==> src/rtl/pdo_pkg.sv <==
package pdo_pkg;

    // Resistance select codes
    localparam logic [1:0] RES_5K   = 2'd0;
    localparam logic [1:0] RES_50K  = 2'd1;
    localparam logic [1:0] RES_100K = 2'd2;

    // Pin mode codes
    localparam logic [2:0] PM_HIZ    = 3'd0;
    localparam logic [2:0] PM_PHASE  = 3'd1;
    localparam logic [2:0] PM_PORT   = 3'd2;
    localparam logic [2:0] PM_PUMP_P = 3'd3;
    localparam logic [2:0] PM_PUMP_N = 3'd4;

    // Per-pin configuration, bit layout matches the written byte [5:0]
    typedef struct packed {
        logic [1:0] res;
        logic       port_val;
        logic [2:0] mode;
    } pin_cfg_t;

    localparam pin_cfg_t PIN_CFG_RESET = '{res: RES_100K, port_val: 1'b0, mode: PM_HIZ};

    typedef struct packed {
        logic up;
        logic dn;
    } phase_t;

    typedef struct packed {
        logic oe;
        logic dat;
    } pin_drv_t;

    function automatic logic [1:0] clamp_res(input logic [1:0] code);
        return (code == 2'd3) ? RES_100K : code;
    endfunction

    function automatic pin_drv_t drive_pin(input pin_cfg_t cfg, input phase_t ph);
        pin_drv_t d;
        d = '{oe: 1'b0, dat: 1'b0};
        case (cfg.mode)
            PM_PHASE:  d = '{oe: ph.up | ph.dn, dat: ph.up};
            PM_PORT:   d = '{oe: 1'b1, dat: cfg.port_val};
            PM_PUMP_P: d = '{oe: 1'b1, dat: ph.up};
            PM_PUMP_N: d = '{oe: 1'b1, dat: ph.dn};
            default:   d = '{oe: 1'b0, dat: 1'b0};
        endcase
        return d;
    endfunction

endpackage

==> src/rtl/pdo_regs.sv <==
module pdo_regs
    import pdo_pkg::*;
#(
    parameter int ADDR_W   = 3,
    parameter int DATA_W   = 8,
    parameter int CNT_W    = 8,
    parameter int THR_INIT = 4
) (
    input  logic              clk,
    input  logic              rst,
    input  logic              wr_en,
    input  logic [ADDR_W-1:0] wr_addr,
    input  logic [DATA_W-1:0] wr_data,
    output pin_cfg_t          cfg_a,
    output pin_cfg_t          cfg_b,
    output logic              auto_en,
    output logic [CNT_W-1:0]  thr
);
    localparam logic [ADDR_W-1:0] A_PIN_A = ADDR_W'(0);
    localparam logic [ADDR_W-1:0] A_PIN_B = ADDR_W'(1);
    localparam logic [ADDR_W-1:0] A_AUTO  = ADDR_W'(2);
    localparam logic [ADDR_W-1:0] A_THR   = ADDR_W'(3);

    pin_cfg_t wr_cfg;
    assign wr_cfg = pin_cfg_t'({clamp_res(wr_data[5:4]), wr_data[3:0]});

    always_ff @(posedge clk) begin
        if (rst) begin
            cfg_a   <= PIN_CFG_RESET;
            cfg_b   <= PIN_CFG_RESET;
            auto_en <= 1'b0;
            thr     <= CNT_W'(THR_INIT);
        end else if (wr_en) begin
            case (wr_addr)
                A_PIN_A: cfg_a   <= wr_cfg;
                A_PIN_B: cfg_b   <= wr_cfg;
                A_AUTO:  auto_en <= wr_data[0];
                A_THR:   thr     <= wr_data[CNT_W-1:0];
                default: ;
            endcase
        end
    end

    assert_res_legal_R8: assert property (@(posedge clk) disable iff (rst)
        (cfg_a.res != 2'd3) && (cfg_b.res != 2'd3));

endmodule

==> src/rtl/pdo_pfd.sv <==
module pdo_pfd
    import pdo_pkg::*;
(
    input  logic   clk,
    input  logic   rst,
    input  logic   ref_in,
    input  logic   div_in,
    output phase_t ph
);
    logic ref_q, div_q;
    logic ref_rise, div_rise;
    phase_t nxt;

    assign ref_rise = ref_in & ~ref_q;
    assign div_rise = div_in & ~div_q;

    always_comb begin
        nxt.up = ph.up | div_rise;
        nxt.dn = ph.dn | ref_rise;
        if (nxt.up && nxt.dn) begin
            nxt = '{up: 1'b0, dn: 1'b0};
        end
    end

    always_ff @(posedge clk) begin
        if (rst) begin
            ref_q <= 1'b0;
            div_q <= 1'b0;
            ph    <= '{up: 1'b0, dn: 1'b0};
        end else begin
            ref_q <= ref_in;
            div_q <= div_in;
            ph    <= nxt;
        end
    end

    assert_flags_exclusive_R6: assert property (@(posedge clk) disable iff (rst)
        !(ph.up && ph.dn));

    assert_up_from_div_edge_R6: assert property (@(posedge clk) disable iff (rst)
        $rose(ph.up) |-> $past(div_rise));

    assert_dn_from_ref_edge_R6: assert property (@(posedge clk) disable iff (rst)
        $rose(ph.dn) |-> $past(ref_rise));

endmodule

==> src/rtl/pdo_autores.sv <==
module pdo_autores
    import pdo_pkg::*;
#(
    parameter int CNT_W = 8
) (
    input  logic             clk,
    input  logic             rst,
    input  phase_t           ph,
    input  logic [CNT_W-1:0] thr,
    output logic [1:0]       auto_code
);
    localparam logic [CNT_W-1:0] CNT_MAX = {CNT_W{1'b1}};

    logic [CNT_W-1:0] width;
    logic active, act_q, pulse_end;

    assign active    = ph.up | ph.dn;
    assign pulse_end = act_q & ~active;

    always_ff @(posedge clk) begin
        if (rst) begin
            width     <= '0;
            act_q     <= 1'b0;
            auto_code <= RES_100K;
        end else begin
            act_q <= active;
            if (active) begin
                if (width != CNT_MAX) width <= width + 1'b1;
            end else begin
                width <= '0;
            end
            if (pulse_end) begin
                auto_code <= (width > thr) ? RES_5K : RES_100K;
            end
        end
    end

    assert_code_holds_R9: assert property (@(posedge clk) disable iff (rst)
        !pulse_end |=> $stable(auto_code));

    assert_code_legal_R9: assert property (@(posedge clk) disable iff (rst)
        (auto_code == RES_5K) || (auto_code == RES_100K));

endmodule

==> src/rtl/pdo_top.sv <==
module pdo_top
    import pdo_pkg::*;
#(
    parameter int ADDR_W   = 3,
    parameter int DATA_W   = 8,
    parameter int CNT_W    = 8,
    parameter int THR_INIT = 4
) (
    input  logic              clk,
    input  logic              rst,
    input  logic              ref_in,
    input  logic              div_in,
    input  logic              wr_en,
    input  logic [ADDR_W-1:0] wr_addr,
    input  logic [DATA_W-1:0] wr_data,
    output logic              pd_a_do,
    output logic              pd_a_oe,
    output logic              pd_b_do,
    output logic              pd_b_oe,
    output logic [1:0]        res_a,
    output logic [1:0]        res_b
);
    pin_cfg_t         cfg_a, cfg_b;
    logic             auto_en;
    logic [CNT_W-1:0] thr;
    phase_t           ph;
    logic [1:0]       auto_code;
    pin_drv_t         drv_a, drv_b;

    pdo_regs #(.ADDR_W(ADDR_W), .DATA_W(DATA_W), .CNT_W(CNT_W), .THR_INIT(THR_INIT)) u_regs (
        .clk(clk), .rst(rst), .wr_en(wr_en), .wr_addr(wr_addr), .wr_data(wr_data),
        .cfg_a(cfg_a), .cfg_b(cfg_b), .auto_en(auto_en), .thr(thr)
    );

    pdo_pfd u_pfd (
        .clk(clk), .rst(rst), .ref_in(ref_in), .div_in(div_in), .ph(ph)
    );

    pdo_autores #(.CNT_W(CNT_W)) u_autores (
        .clk(clk), .rst(rst), .ph(ph), .thr(thr), .auto_code(auto_code)
    );

    assign drv_a   = drive_pin(cfg_a, ph);
    assign drv_b   = drive_pin(cfg_b, ph);
    assign pd_a_do = drv_a.dat;
    assign pd_a_oe = drv_a.oe;
    assign pd_b_do = drv_b.dat;
    assign pd_b_oe = drv_b.oe;
    assign res_a   = cfg_a.res;
    assign res_b   = auto_en ? auto_code : cfg_b.res;

    assert_pump_pair_R3: assert property (@(posedge clk) disable iff (rst)
        (cfg_a.mode == PM_PUMP_P && cfg_b.mode == PM_PUMP_N) |-> !(pd_a_do && pd_b_do));

    assert_hiz_pin_R4: assert property (@(posedge clk) disable iff (rst)
        (cfg_a.mode == PM_HIZ) |-> !pd_a_oe);

    assert_port_drive_R5: assert property (@(posedge clk) disable iff (rst)
        (cfg_b.mode == PM_PORT) |-> (pd_b_oe && pd_b_do == cfg_b.port_val));

    assert_phase_float_R2: assert property (@(posedge clk) disable iff (rst)
        (cfg_a.mode == PM_PHASE && !ph.up && !ph.dn) |-> !pd_a_oe);

endmodule

==> config.mk <==
export PLATFORM = sky130hd
export DESIGN_NAME = pdo_top
export DESIGN_NICKNAME = d
export VERILOG_FILES = /design/src/rtl/pdo_pkg.sv /design/src/rtl/pdo_regs.sv /design/src/rtl/pdo_pfd.sv /design/src/rtl/pdo_autores.sv /design/src/rtl/pdo_top.sv
export SDC_FILE = /design/constraint.sdc
export NUM_CORES = 1
export LEC_CHECK = 0
export ABC_AREA = 1
export BUFFER_PORTS_ARGS = -buffer_cell sky130_fd_sc_hd__buf_4
export CORE_MARGIN = 10
export CORE_UTILIZATION = 32
export CTS_BUF_LIST = sky130_fd_sc_hd__clkbuf_4
export CTS_CLUSTER_DIAMETER = 200
export DETAILED_ROUTE_END_ITERATION = 10
export GPL_TIMING_DRIVEN = 0
export SLEW_MARGIN = 20
export SYNTH_ARGS = -nofsm -noshare
export SYNTH_HDL_FRONTEND = slang
export SYNTH_SLANG_ARGS = --single-unit
==> constraint.sdc <==
create_clock -name clk -period 1.5 [get_ports clk]
set_input_delay 0.45 -clock clk [delete_from_list [all_inputs] [get_ports clk]]
set_output_delay 0.45 -clock clk [all_outputs]
set_load 0.01 [all_outputs]
======== After elaboration in Yosys (flattened, before gate mapping) ========
Cells that the tools add are included.
cells by class
  eq/ne operators ......................... 13
  $add $sub $neg .......................... 1
  reduce and logical (&&, ||, !) cells .... 8
  mux-type cells .......................... 5
  bitwise gates (word level) .............. 9
  magnitude comparators ................... 1
operators by type and width
  cell                 number
  $eq 3x2->1 const B   6
  $pmux 2 s4           2
  $eq 3x1->1 const B   3
  $add 8x1->8 const B  1
  $gt 8x8->1           1
  $ne 8x8->1 const B   1
  $reduce_and 2->1     4
  $eq 3x3->1 const B   2
  $mux 2               3
  $reduce_or 2->1      2
  $and 1x1->1          3
  $logic_not 3->1      1
  $not 1->1            3
  $or 1x1->1           3
  $eq 2x2->1 const B   1
  $logic_and 1x1->1    1
storage, ports and cells
  register bits ........................... 36
  output and inout port bits .............. 8

======== Logic depth before layout (Yosys ltp) ========
Gate-level depths: netlist of the first run.
  depth in word-level cells ............... 5
  gate-level depth with buffers ........... 12
  depth with buffers taken out ............ 12

======== By module ========
A second synthesis of the first run with hierarchy kept.
unflattened totals
  cell total of the unflattened synthesis .. 295
  area total of the unflattened synthesis .. 1,951.9 um^2
modules (own cells, without submodules)
  module       area each (um^2)  instances  seq. area each (um^2)  cells an instance
  pdo_regs     920.9             1          420.4                  133
  pdo_autores  708.2             1          200.2                  101
  pdo_top      166.4             1          0.0                    38
  pdo_pfd      156.4             1          80.1                   23

======== Worst setup path after synthesis of the first run ========
Ideal clock, no wire load.
  path kind ............................... register to output
  start ................................... reg, netlist name u_pfd.ph[1]
  end ..................................... out pd_a_oe
  arrival ................................. 0.862 ns
  required time ........................... 1.050 ns
  stages on the path, launching flop included .. 5
  slack ................................... 0.188 ns
  buffers on the path ..................... 0
  path through ............................ dfxtp_1 -> nor2_1 -> inv_1 -> o21ai_0 -> inv_1
between the ends
  word-level cells in the longest chain between the ends .. 2
RTL lines
  what           line           text
  $or 1x1->1     pdo_pkg.sv:42  PM_PHASE: d = '{oe: ph.up | ph.dn, dat: ph.up};
  $pmux 2 s4     pdo_pkg.sv:41  case (cfg.mode)
  end, declared  pdo_top.sv:17  output logic pd_a_oe,
No other way between the ends.

======== Final worst setup path of the first run ========
  start ................................... reg, netlist name u_pfd.ph[1]
  end ..................................... out pd_a_oe
between the ends
  word-level cells in the longest chain between the ends .. 2
RTL lines
  what        line
  $or 1x1->1  pdo_pkg.sv:42
  $pmux 2 s4  pdo_pkg.sv:41
No other way between the ends.

==> results of run 1 <==
==> cells by family (layout without fill, tap and decap cells) <==
logic type / count (synthesis) / after routing / synth area share (%)
simple gates: 76 / 76 / 21.09
buf+inv: 51 / 84 / 12.34
xor+xnor: 1 / 1 / 0.5144
flops: 35 / 35 / 41.15
compound gates: 59 / 59 / 18.29
fa+ha+maj: 9 / 9 / 6.613
==> registers in the layout (all words and copies together) (netlist names) <==
signal and flops:
u_regs.cfg_b 6, u_regs.thr 8, u_autores.act_q 1, u_pfd.div_q 1
u_pfd.ref_q 1, u_autores.width 8, u_regs.auto_en 1, u_autores.auto_code 1
u_pfd.ph 2, u_regs.cfg_a 6
==> metal layers <==
| layer | global-route usage (%) | part of all wire (%) |
|---|---|---|
| met4 | 3.085 | 1.1 |
| met1 | 10.51 | 49 |
| met3 | 3.309 | 4.3 |
| met5 | 0 | 0 |
| met2 | 15.30 | 46 |
==> layout by cell type (no fill, tap or decap), drive strengths merged, types with 2 or more instances in the layout <==
| master | n |
|---|---|
| inv | 45 |
| dfxtp | 35 |
| nand2 | 32 |
| buf | 31 |
| o21ai | 27 |
| a21oi | 26 |
| nor2 | 21 |
| nand3 | 14 |
| ha | 9 |
| clkbuf | 5 |
| nor3 | 5 |
| o211ai | 3 |
| nand4 | 2 |
| clkinv | 2 |
==> per-stage QoR <==
step / TNS, ns / instances / hold slack [ns] / power (mW)
finish: -0.5846 / 334 / 0.3043 / 1.871
global route: -0.9933 / 334 / 0.2853 / 1.969
CTS: -0.6487 / 333 / 0.2969 / 1.882
detailed placement: -0.09412 / 323 / 0.4476 / 1.182
global placement: -0.07089 / 323 / 0.4414 / 1.178
floorplan: 0 / 231 / 0.4291 / 1.102
==> cell type report <==
cell class                      instances  area [um^2]  share of cell area [%]
Timing Repair Buffer                   25        187.7                   8.870
Tap cell                               70        87.58                   4.140
Clock inverter                          3        43.79                   2.070
Sequential cell                        35        719.4                   34.00
Inverter                               45        168.9                   7.983
Multi-Input combinational cell        145        829.5                   39.21
Clock buffer                            5        37.54                   1.774
Buffer                                  6        41.29                   1.952
==> what timing repair did <==
| item | CTS | global route |
|---|---|---|
| setup buffers | 2 | 1 |
| gates resized for setup | 19 | 12 |
| setup endpoints to repair | 4 | 8 |
| pin swaps | 1 | 5 |
| endpoints found under the hold margin | 0 | 0 |
==> worst max-delay path by stage <==
| stage | from | endpoint | depth (start not counted) | slack (ns) |
|---|---|---|---|---|
| floorplan | u_pfd.ph[1]$_SDFF_PP0_ | pd_a_oe | 4 | 0.19 |
| global placement | u_pfd.ph[1]$_SDFF_PP0_ | pd_a_oe | 5 | -0.07 |
| detailed placement | u_pfd.ph[1]$_SDFF_PP0_ | pd_a_oe | 5 | -0.08 |
| CTS | u_regs.cfg_b[2]$_SDFFE_PP0P_ | pd_b_do | 4 | -0.18 |
| global route | u_regs.cfg_a[0]$_SDFFE_PP0P_ | pd_a_do | 4 | -0.26 |
| finish | u_pfd.ph[1]$_SDFF_PP0_ | pd_a_oe | 5 | -0.16 |
==> report_power, final <==
part,internal (mW),switching (mW),leakage [nW],total (mW)
Sequential,0.961,0.0206,0.289,0.981
Combinational,0.0906,0.107,0.595,0.197
Clock,0.351,0.342,0.0452,0.693
==> qor.csv, run 1 <==
stage;metric;value;unit
global_routing;overall routing resource usage;9.142;%
global_routing;via count of the first global-routing pass;1448;
global_routing;number of antenna violations at the first check in global routing;0;
global_routing;wire length of the first global-routing pass;6437;um
synthesis;top cell type by total area after synthesis;sky130_fd_sc_hd__dfxtp_1;
drt;WL final;3749;um
synthesis;dominant cell by count in the synthesized netlist;sky130_fd_sc_hd__inv_1;
worst_setup_path;Req. time, crit path;1.05;ns
job;Max Cap Viol;0;
drt;via count;1496;
synthesis;share of the yosys chip area belonging to registers;41.15;%
placed_design;placer congestion estimate;0.7290;
worst_setup_path;maximum net fanout on the critical path;4;
timing;slew at the pin with the worst max-slew slack;0.3073;ns
status;outcome;complete, but fails checks;
placed_design;IO buf count;22;
drt;DR vias/cell;4.479;
die;Chip Height;92.95;um
global_routing;maximum number of pins on one net before global-route repair;13;
synthesis;Async S/R FF share, synth;0;%
status;failing checks;negative setup slack;
synthesis;biggest area contributors in the synthesized netlist;sky130_fd_sc_hd__dfxtp_1 41%, sky130_fd_sc_hd__inv_1 9.7%, sky130_fd_sc_hd__a21oi_1 7.6%, sky130_fd_sc_hd__o21ai_0 7.6%, sky130_fd_sc_hd__nand2_1 7.1%;
cells_and_area;final instance area;2116;um^2
drt;mean routed wirelength per cell;11.22;um
clocking;sinks on the clock net;35;
placed_design;Post-Place Cell Area;1956;um^2
synthesis;Mapped Area;1703;um^2
worst_setup_path;end of the worst register-to-register path;u_autores.width[3]$_SDFFE_PP0P_;
clocking;clock latency on the worst-skew pair;0.34;ns
timing;count of endpoints failing hold in the final timing report;0;
die;Core Region;5140;um^2
clocking;root cell of the clock tree;sky130_fd_sc_hd__clkbuf_4;
synthesis;number of synthesized register bits;35;
synthesis;number of synthesis warnings;0;
cells_and_area;post-synthesis to final-layout area growth;24.25;%
worst_setup_path;count of buffer and inverter cells on the critical path;3;
synthesis;number of flops mapped to enable cells by yosys;0;
clocking;clock tree from TritonCTS;yes;
timing;max frequency;601.7;MHz
clocking;largest buffer count on any clock path;2;
hold_path;hold-critical path depth;2;
power;PwrDens;884.4;nW/um^2
worst_setup_path;critical path startpoint category;flop;
worst_setup_path;Worst Reg-to-Reg Cells;7;
worst_setup_path;worst path cell trace;nor2_4 -> inv_2 -> o21ai_1 -> inv_1 -> buf_4;
synthesis;Commonest cells post-synth;44 x sky130_fd_sc_hd__inv_1, 35 x sky130_fd_sc_hd__dfxtp_1, 32 x sky130_fd_sc_hd__nand2_1;
die;overall die area;8640;um^2
global_routing;remaining global-route overflow;0;
power;Peak VDD IR;0.0002885;V
timing;period utilization;110.8;%
worst_setup_path;flop-to-flop setup slack;0.20;ns
die;die width;92.95;um
clocking;hold_buf cts;0;
worst_setup_path;cell family with the largest share of critical-path delay;flip-flops;
cells_and_area;fin util;41.16;%
synthesis;leading register cell type out of synthesis;sky130_fd_sc_hd__dfxtp_1;
worst_setup_path;Setup crit end kind;output pin;
worst_setup_path;startpoint of the most critical register-to-register path;u_autores.width[0]$_SDFFE_PP0P_;
placed_design;placed wire-length estimate;2933;um
timing;number of max-slew violations in the final report;0;
drt;Starting DRT DRC Count;79;
synthesis;Cell variety after synth;27;
power;reported leakage power;0.9295;nW
timing;final count of negative-setup-slack endpoints;4;
synthesis;mean cell area of the mapped netlist;7.372;um^2
placed_design;Post-Place Worst Slack;-0.07980;ns
timing;post-layout min period;1.662;ns
timing;max-slew headroom at the worst pin;79.46;%
synthesis;count of mapped cells out of synthesis;231;
hold_path;startpoint of the most critical hold path;rst;
clocking;TritonCTS buffer count;5;
synthesis;post-synth top area share;41.15;%
timing;final worst setup slack;-0.1619;ns
timing;Final Skew;0.01107;ns
worst_setup_path;critical path type;flop to output pin;
cells_and_area;final net count;288;
worst_setup_path;CP max-delay cell;sky130_fd_sc_hd__dfxtp_4;
die;I/O pin cnt;24;
drt;antenna-violating nets left;0;
cells_and_area;number of inserted filler cells in the final layout;557;
clocking;register clock-pin slew on the reported worst setup and hold paths;0.12;ns
hold_path;Hold Path Sink;u_pfd.ref_q$_SDFF_PP0_;
die;number of placement rows;26;
die;Starting Density;33.13;%
hold_path;class of the most critical hold timing path;primary input to flop;
worst_setup_path;data arrival time of the critical path;1.21;ns
drt;detailed-routing iteration count for the pre-antenna-repair pass;4;
cells_and_area;ratio of cells with drive above 1 in the final layout;26.89;%
clocking;CTS H-tree depth;2;
worst_setup_path;highest cell delay on the worst timing path;0.38;ns
synthesis;total nets after synthesis;256;
drt;Residual DRC;0;
timing;setup repair after global routing missed its margin;yes;
cells_and_area;ANT cells;0;
(Power assumes the default switching activity.)
==> run 2: changes to the inputs <==
PLACE_DENSITY_LB_ADDON = 0.3   (was unset)
clock period = 1.7 ns   (was 1.5 ns; I/O delays follow)
==> run 2 against run 1 <==
  * The run still ends with negative setup slack left
  * Power down 22%
  * Non-clock buffer count up 1
  * Wire length down 1.2%
  * Global-route usage down 0.19 points
  * Sequential power down 12%
  * Clock skew up 0.0058 ns
  * Via count up 1.0%
  * Count of clock-buffer cells in the layout unchanged
  * Worst setup slack better by 0.14 ns
  * Final area down 0.83%
  * Combinational power down 12%
  * Core utilization down 0.34 points
  * Critical path type unchanged
  * Largest cell class unchanged
  * Highest routed layer unchanged
==> qor.csv, run 2 (same netlist as run 1, synthesis figures left out) <==
stage;metric;value;unit
cells_and_area;final net count;289;
drt;antenna-violating nets left;0;
worst_setup_path;startpoint of the most critical register-to-register path;u_autores.width[0]$_SDFFE_PP0P_;
clocking;clock tree from TritonCTS;yes;
clocking;clock latency on the worst-skew pair;0.34;ns
power;switching power;0.3798;mW
worst_setup_path;maximum net fanout on the critical path;3;
power;clock share of power;28.5;%
placed_design;Post-Place Worst Slack;0.08045;ns
job;Max Cap Viol;0;
worst_setup_path;flop-to-flop setup slack;0.31;ns
timing;count of endpoints failing hold in the final timing report;0;
global_routing;number of antenna violations at the first check in global routing;0;
cells_and_area;sequential standard cell area;713.2;um^2
placed_design;placer congestion estimate;0.7449;
power;reported leakage power;0.9199;nW
timing;final count of negative-setup-slack endpoints;2;
timing;period utilization;101.0;%
power;Gate power share;12.0;%
status;outcome;complete, but fails checks;
power;Int Power;1.073;mW
cells_and_area;ratio of cells with drive above 1 in the final layout;24.24;%
power;PwrDens;692.2;nW/um^2
cells_and_area;leading cell type in the layout, fill and taps excluded;sky130_fd_sc_hd__inv_1;
hold_path;Hold Path Sink;u_pfd.ref_q$_SDFF_PP0_;
cells_and_area;fin util;40.82;%
clocking;sinks on the clock net;35;
die;overall die area;8640;um^2
worst_setup_path;critical path type;flop to output pin;
power;proportion of total power due to net switching;26.15;%
hold_path;startpoint of the most critical hold path;ref_in;
placed_design;placed wire-length estimate;2861;um
cells_and_area;multi-input gate area in the final layout;839.6;um^2
timing;setup repair after global routing missed its margin;yes;
cells_and_area;number of inserted filler cells in the final layout;579;
global_routing;maximum number of pins on one net before global-route repair;11;
die;I/O pin cnt;24;
drt;via count;1511;
clocking;TritonCTS buffer count;5;
clocking;largest buffer count on any clock path;2;
cells_and_area;commonest cells after routing, fill and taps aside;39 x sky130_fd_sc_hd__inv_1, 32 x sky130_fd_sc_hd__nand2_1, 29 x sky130_fd_sc_hd__dfxtp_1;
worst_setup_path;end of the worst register-to-register path;u_autores.width[0]$_SDFFE_PP0P_;
worst_setup_path;Req. time, crit path;1.19;ns
hold_path;class of the most critical hold timing path;primary input to flop;
clocking;CTS H-tree depth;2;
worst_setup_path;critical path startpoint category;flop;
status;failing checks;negative setup slack;
global_routing;via count of the first global-routing pass;1450;
placed_design;IO buf count;22;
drt;Starting DRT DRC Count;34;
timing;number of max-slew violations in the final report;0;
drt;Residual DRC;0;
timing;max frequency;582.3;MHz
die;Chip Height;92.95;um
global_routing;remaining global-route overflow;0;
timing;post-layout min period;1.717;ns
clocking;register clock-pin slew on the reported worst setup and hold paths;0.11;ns
timing;max-slew headroom at the worst pin;81.19;%
timing;Final Skew;0.01687;ns
power;power share of the sequential group;59.6;%
die;die width;92.95;um
global_routing;overall routing resource usage;8.957;%
hold_path;hold-critical path depth;3;
drt;detailed-routing iteration count for the pre-antenna-repair pass;4;
cells_and_area;biggest registers after layout;u_autores.width: 8 flops, u_regs.thr: 8 flops;
timing;slew at the pin with the worst max-slew slack;0.2814;ns
drt;WL final;3705;um
drt;DR vias/cell;4.524;
cells_and_area;post-synthesis to final-layout area growth;23.22;%
worst_setup_path;data arrival time of the critical path;1.21;ns
cells_and_area;ANT cells;0;
die;Starting Density;33.13;%
drt;mean routed wirelength per cell;11.09;um
global_routing;wire length of the first global-routing pass;6472;um
worst_setup_path;Setup crit end kind;output pin;
die;Core Region;5140;um^2
timing;final worst setup slack;-0.01742;ns
power;Peak VDD IR;0.0002616;V
worst_setup_path;Worst Reg-to-Reg Cells;6;
die;number of placement rows;26;
clocking;root cell of the clock tree;sky130_fd_sc_hd__clkbuf_4;
==> run 2: area by class of cell <==
type                    count  area share [%]
clock inverters             2          0.4174
multi-input cells         145           40.01
clock buffers               5           1.789
repair buffers             26           9.481
flip-flops and latches     35           33.99
inverters                  45           8.169
well taps                  70           4.174
plain buffers               6           1.968
==> run 2: repair_timing <==
| action | CTS | global route |
|---|---|---|
| resized for setup | 19 | 9 |
| hold buffers | 0 | 0 |
| setup endpoints to repair | 4 | 4 |
| pin swaps | 3 | 1 |
| setup buffers | 2 | 2 |
==> run 2: worst max path at each step <==
| stage | startpoint | endpoint | cells past startpoint |
|---|---|---|---|
| after global routing | u_regs.cfg_b[0]$_SDFFE_PP0P_ | pd_b_do | 5 |
| final | u_regs.cfg_b[0]$_SDFFE_PP0P_ | pd_b_do | 5 |
| after floorplan | u_pfd.ph[1]$_SDFF_PP0_ | pd_a_oe | 4 |
| after global placement | u_pfd.ph[1]$_SDFF_PP0_ | pd_a_oe | 5 |
| after CTS | u_regs.cfg_a[0]$_SDFFE_PP0P_ | pd_a_oe | 6 |
| after detailed placement | u_pfd.ph[1]$_SDFF_PP0_ | pd_a_oe | 5 |
==> run 2: through the flow <==
step	power (mW)	cells	hold slack, ns	area, um^2	setup TNS [ns]
final	1.452	334	0.3862	2098	-0.03002
after global routing	1.540	334	0.3726	2098	-0.3168
after CTS	1.470	332	0.3718	2048	-0.002027
after floorplan	0.9727	231	0.4291	1703	0
after global placement	1.039	323	0.4481	1956	0
after detailed placement	1.041	323	0.4430	1956	0
==> run 2: critical path, cell delays in order, from the launching register on <==
cell                      delay, ns
sky130_fd_sc_hd__dfxtp_2       0.36
sky130_fd_sc_hd__inv_2         0.09
sky130_fd_sc_hd__nor2_4        0.04
sky130_fd_sc_hd__a22oi_2       0.16
sky130_fd_sc_hd__o21ai_1       0.08
sky130_fd_sc_hd__buf_4         0.14
==> run 2: metal layers <==
metal  up-vias  GRT usage (%)  routed length, um
met3         6          3.874                251
met2        32          15.07               1718
met1       657          10.22               1685
li1        816              -                  -
met4         0          2.057                 50
met5         -              0                  0
==> run 2: power by group through the flow <==
stage               logic (mW)  registers, mW  clock network (mW)
global placement         0.160          0.880                   0
floorplan               0.0963          0.876                   0
global route             0.200          0.870               0.470
CTS                      0.171          0.864               0.434
finish                   0.174          0.865               0.413
detailed placement       0.161          0.880                   0
==> run 3: changes to the inputs <==
--- a/config.mk
+++ b/config.mk
@@ -6,5 +6,4 @@
 export NUM_CORES = 1
 export LEC_CHECK = 0
-export ABC_AREA = 1
 export BUFFER_PORTS_ARGS = -buffer_cell sky130_fd_sc_hd__buf_4
 export CORE_MARGIN = 10
@@ -19,2 +18,3 @@
 export SYNTH_HDL_FRONTEND = slang
 export SYNTH_SLANG_ARGS = --single-unit
+export TNS_END_PERCENT = 5
==> constraint.sdc (replaced) <==
create_clock -name clk -period 1.7 [get_ports clk]
set_input_delay 0.085 -clock clk [delete_from_list [all_inputs] [get_ports clk]]
set_output_delay 0.085 -clock clk [all_outputs]
set_load 0.01 [all_outputs]
==> run 3 against run 2 <==
  * The flow now finishes without violations
  * Core utilization rose by 0.41 points
  * Critical path depth fell by 1
  * Clock skew fell by 0.0051 ns
  * Critical path type unchanged
==> qor.csv, run 3 <==
stage;metric;value;unit
timing;Final Skew;0.01174;ns
synthesis;share of the yosys chip area belonging to registers;41.54;%
cells_and_area;post-synthesis to final-layout area growth;24.85;%
global_routing;remaining global-route overflow;0;
status;outcome;complete, no violations;
cells_and_area;multi-input gate area in the final layout;892.1;um^2
cells_and_area;ANT cells;0;
placed_design;placer congestion estimate;0.8011;
timing;count of endpoints failing hold in the final timing report;0;
die;I/O pin cnt;24;
worst_setup_path;critical path type;flop to output pin;
global_routing;wire length of the first global-routing pass;6223;um
synthesis;Cell variety after synth;37;
synthesis;Mapped Area;1687;um^2
cells_and_area;final net count;258;
timing;post-layout min period;1.519;ns
power;Peak VDD IR;0.0004034;V
clocking;post-CTS setup-driven buffer insertion count;0;
die;Core Region;5107;um^2
worst_setup_path;maximum net fanout on the critical path;5;
die;die width;92.60;um
cells_and_area;ratio of cells with drive above 1 in the final layout;16.67;%
timing;final setup TNS;0;ns
synthesis;leading register cell type out of synthesis;sky130_fd_sc_hd__dfxtp_1;
clocking;root cell of the clock tree;sky130_fd_sc_hd__clkbuf_4;
synthesis;dominant cell by count in the synthesized netlist;sky130_fd_sc_hd__dfxtp_1;
synthesis;number of synthesis warnings;0;
clocking;sinks on the clock net;35;
cells_and_area;leading cell type in the layout, fill and taps excluded;sky130_fd_sc_hd__dfxtp_1;
placed_design;IO buf count;22;
power;reported leakage power;0.8136;nW
drt;Residual DRC;0;
cells_and_area;sequential standard cell area;700.7;um^2
timing;final count of negative-setup-slack endpoints;0;
drt;antenna-violating nets left;0;
worst_setup_path;flop-to-flop setup slack;0.23;ns
drt;detailed-routing iteration count for the pre-antenna-repair pass;4;
worst_setup_path;Setup crit end kind;output pin;
timing;max-slew headroom at the worst pin;58.93;%
synthesis;top cell type by total area after synthesis;sky130_fd_sc_hd__dfxtp_1;
power;Design Power;1.607;mW
power;switching power;0.3760;mW
placed_design;Post-Place Cell Area;1939;um^2
power;proportion of total power due to net switching;23.40;%
drt;Starting DRT DRC Count;65;
clocking;largest buffer count on any clock path;2;
timing;number of max-slew violations in the final report;0;
worst_setup_path;startpoint of the most critical register-to-register path;u_regs.thr[5]$_SDFFE_PP0P_;
drt;DR vias/cell;4.618;
timing;setup repair after global routing missed its margin;no;
worst_setup_path;data arrival time of the critical path;1.43;ns
synthesis;Async S/R FF share, synth;0;%
drt;via count;1404;
hold_path;class of the most critical hold timing path;primary input to flop;
drt;WL final;3577;um
power;PwrDens;763.3;nW/um^2
worst_setup_path;Req. time, crit path;1.62;ns
synthesis;post-synth top area share;41.54;%
timing;period utilization;89.35;%
global_routing;overall routing resource usage;8.873;%
global_routing;number of antenna violations at the first check in global routing;0;
placed_design;placed wire-length estimate;2754;um
power;Int Power;1.231;mW
cells_and_area;biggest registers after layout;u_autores.width: 8 flops, u_regs.thr: 8 flops;
clocking;clock tree from TritonCTS;yes;
clocking;CTS H-tree depth;2;
synthesis;mean cell area of the mapped netlist;8.649;um^2
global_routing;via count of the first global-routing pass;1405;
clocking;TritonCTS buffer count;5;
cells_and_area;final instance area;2106;um^2
die;Starting Density;33.02;%
global_routing;maximum number of pins on one net before global-route repair;12;
synthesis;biggest area contributors in the synthesized netlist;sky130_fd_sc_hd__dfxtp_1 42%, sky130_fd_sc_hd__ha_1 6.7%, sky130_fd_sc_hd__mux2i_1 6.5%, sky130_fd_sc_hd__nor2_1 5.8%, sky130_fd_sc_hd__nand2_1 5.6%;
synthesis;Commonest cells post-synth;35 x sky130_fd_sc_hd__dfxtp_1, 26 x sky130_fd_sc_hd__nor2_1, 25 x sky130_fd_sc_hd__nand2_1;
worst_setup_path;end of the worst register-to-register path;u_autores.auto_code[1]$_SDFFE_PP1P_;
synthesis;count of mapped cells out of synthesis;195;
power;Gate power share;10.2;%
timing;max frequency;658.4;MHz
clocking;clock latency on the worst-skew pair;0.34;ns
job;Max Cap Viol;0;
worst_setup_path;Worst Reg-to-Reg Cells;6;
power;power share of the sequential group;53.3;%
die;Chip Height;92.60;um
drt;mean routed wirelength per cell;11.77;um
worst_setup_path;worst setup path endpoint;pd_b_oe;
synthesis;total nets after synthesis;220;
die;overall die area;8575;um^2
worst_setup_path;worst setup path start;u_pfd.ph[1]$_SDFF_PP0_;
clocking;register clock-pin slew on the reported worst setup and hold paths;0.10;ns
synthesis;number of flops mapped to enable cells by yosys;0;
synthesis;number of synthesized register bits;35;
timing;slew at the pin with the worst max-slew slack;0.6135;ns
cells_and_area;commonest cells after routing, fill and taps aside;35 x sky130_fd_sc_hd__dfxtp_1, 26 x sky130_fd_sc_hd__nor2_1, 25 x sky130_fd_sc_hd__nand2_1;
die;number of placement rows;26;
worst_setup_path;critical path startpoint category;flop;
power;clock share of power;36.5;%
cells_and_area;number of inserted filler cells in the final layout;540;
==> run 3: cell types whose count changed in the layout (fill, tap and decap cells not counted), sizes merged, moves of 4 or more <==
cell,before,now
o21ai,27,6
nor3,5,1
inv,45,12
nand3,14,4
nor2,21,26
dlygate4sd3,0,9
a21oi,26,17
nor2b,0,7
nand2,32,25
mux2i,0,11
==> run 3: timing repair <==
item                                   in CTS  in global routing
endpoints found under the hold margin      14                  0
hold buffers                                9                  0
resized for setup                           0                  0
==> run 3: final cells by class <==
| type | instances | area share [%] |
|---|---|---|
| multi-input cells | 140 | 42.36 |
| flip-flops and latches | 35 | 33.27 |
| repair buffers | 31 | 12.12 |
| well taps | 70 | 4.159 |
| plain buffers | 8 | 2.317 |
| inverters | 12 | 2.139 |
| clock inverters | 3 | 1.842 |
| clock buffers | 5 | 1.783 |
==> run 3: cells by family after synthesis <==
logic type / share of synthesized area [%]
adder cells (fa/ha/maj): 6.677
AND/OR/NAND/NOR: 24.85
buffers and inverters: 5.563
AO/OA/AOI/OAI: 12.09
multiplexers: 7.196
flip-flops: 41.54
XOR/XNOR: 2.078
==> run 3: layer usage <==
layer  wire length [um]  global-route usage, %
met1               1816                  10.51
met2               1589                  14.47
met3                100                  2.018
met4                 70                  5.013
met5                  0                      0
==> run 3: worst max-delay path: stages (launching register included) <==
cell and delay (ns):
sky130_fd_sc_hd__dfxtp_1 0.37, sky130_fd_sc_hd__or2_4 0.30, sky130_fd_sc_hd__a211oi_1 0.23, sky130_fd_sc_hd__nor2_1 0.07, sky130_fd_sc_hd__buf_4 0.14
==> run 3: stage by stage <==
stage / setup WS (ns) / cells / hold WS (ns) / util, %
6_report: 0.1811 / 304 / 0.01260 / 41.23
4_1_cts: 0.1588 / 304 / 0.0000004996 / 41.23
2_1_floorplan: 0.3732 / 195 / 0.2028 / -
5_1_grt: 0.08212 / 304 / 0.007435 / 41.23
3_5_place_dp: 0.2744 / 287 / 0.3137 / 37.97
3_3_place_gp: 0.2791 / 287 / 0.3095 / 37.97
==> run 3: power by group through the flow <==
| stage | Clock [mW] | Combinational, mW | Sequential [mW] |
|---|---|---|---|
| after global placement | 0 | 0.148 | 0.875 |
| after detailed placement | 0 | 0.149 | 0.876 |
| after CTS | 0.610 | 0.166 | 0.857 |
| after floorplan | 0 | 0.0866 | 0.871 |
| after global routing | 0.650 | 0.182 | 0.860 |
| final | 0.587 | 0.164 | 0.857 |
==> run 3: worst min path at each step <==
stage | endpoint | slack (ns) | cells after the start | start
2_1_floorplan | u_regs.thr[2]$_SDFFE_PP1P_ | 0.20 | 1 | wr_data[2]
3_3_place_gp | u_pfd.ref_q$_SDFF_PP0_ | 0.31 | 2 | ref_in
3_5_place_dp | u_pfd.div_q$_SDFF_PP0_ | 0.31 | 2 | div_in
4_1_cts | u_regs.cfg_a[1]$_SDFFE_PP0P_ | 0.0000005 | 3 | wr_data[1]
5_1_grt | u_regs.cfg_a[1]$_SDFFE_PP0P_ | 0.007 | 3 | wr_data[1]
6_report | u_regs.cfg_b[1]$_SDFFE_PP0P_ | 0.01 | 3 | wr_data[1]
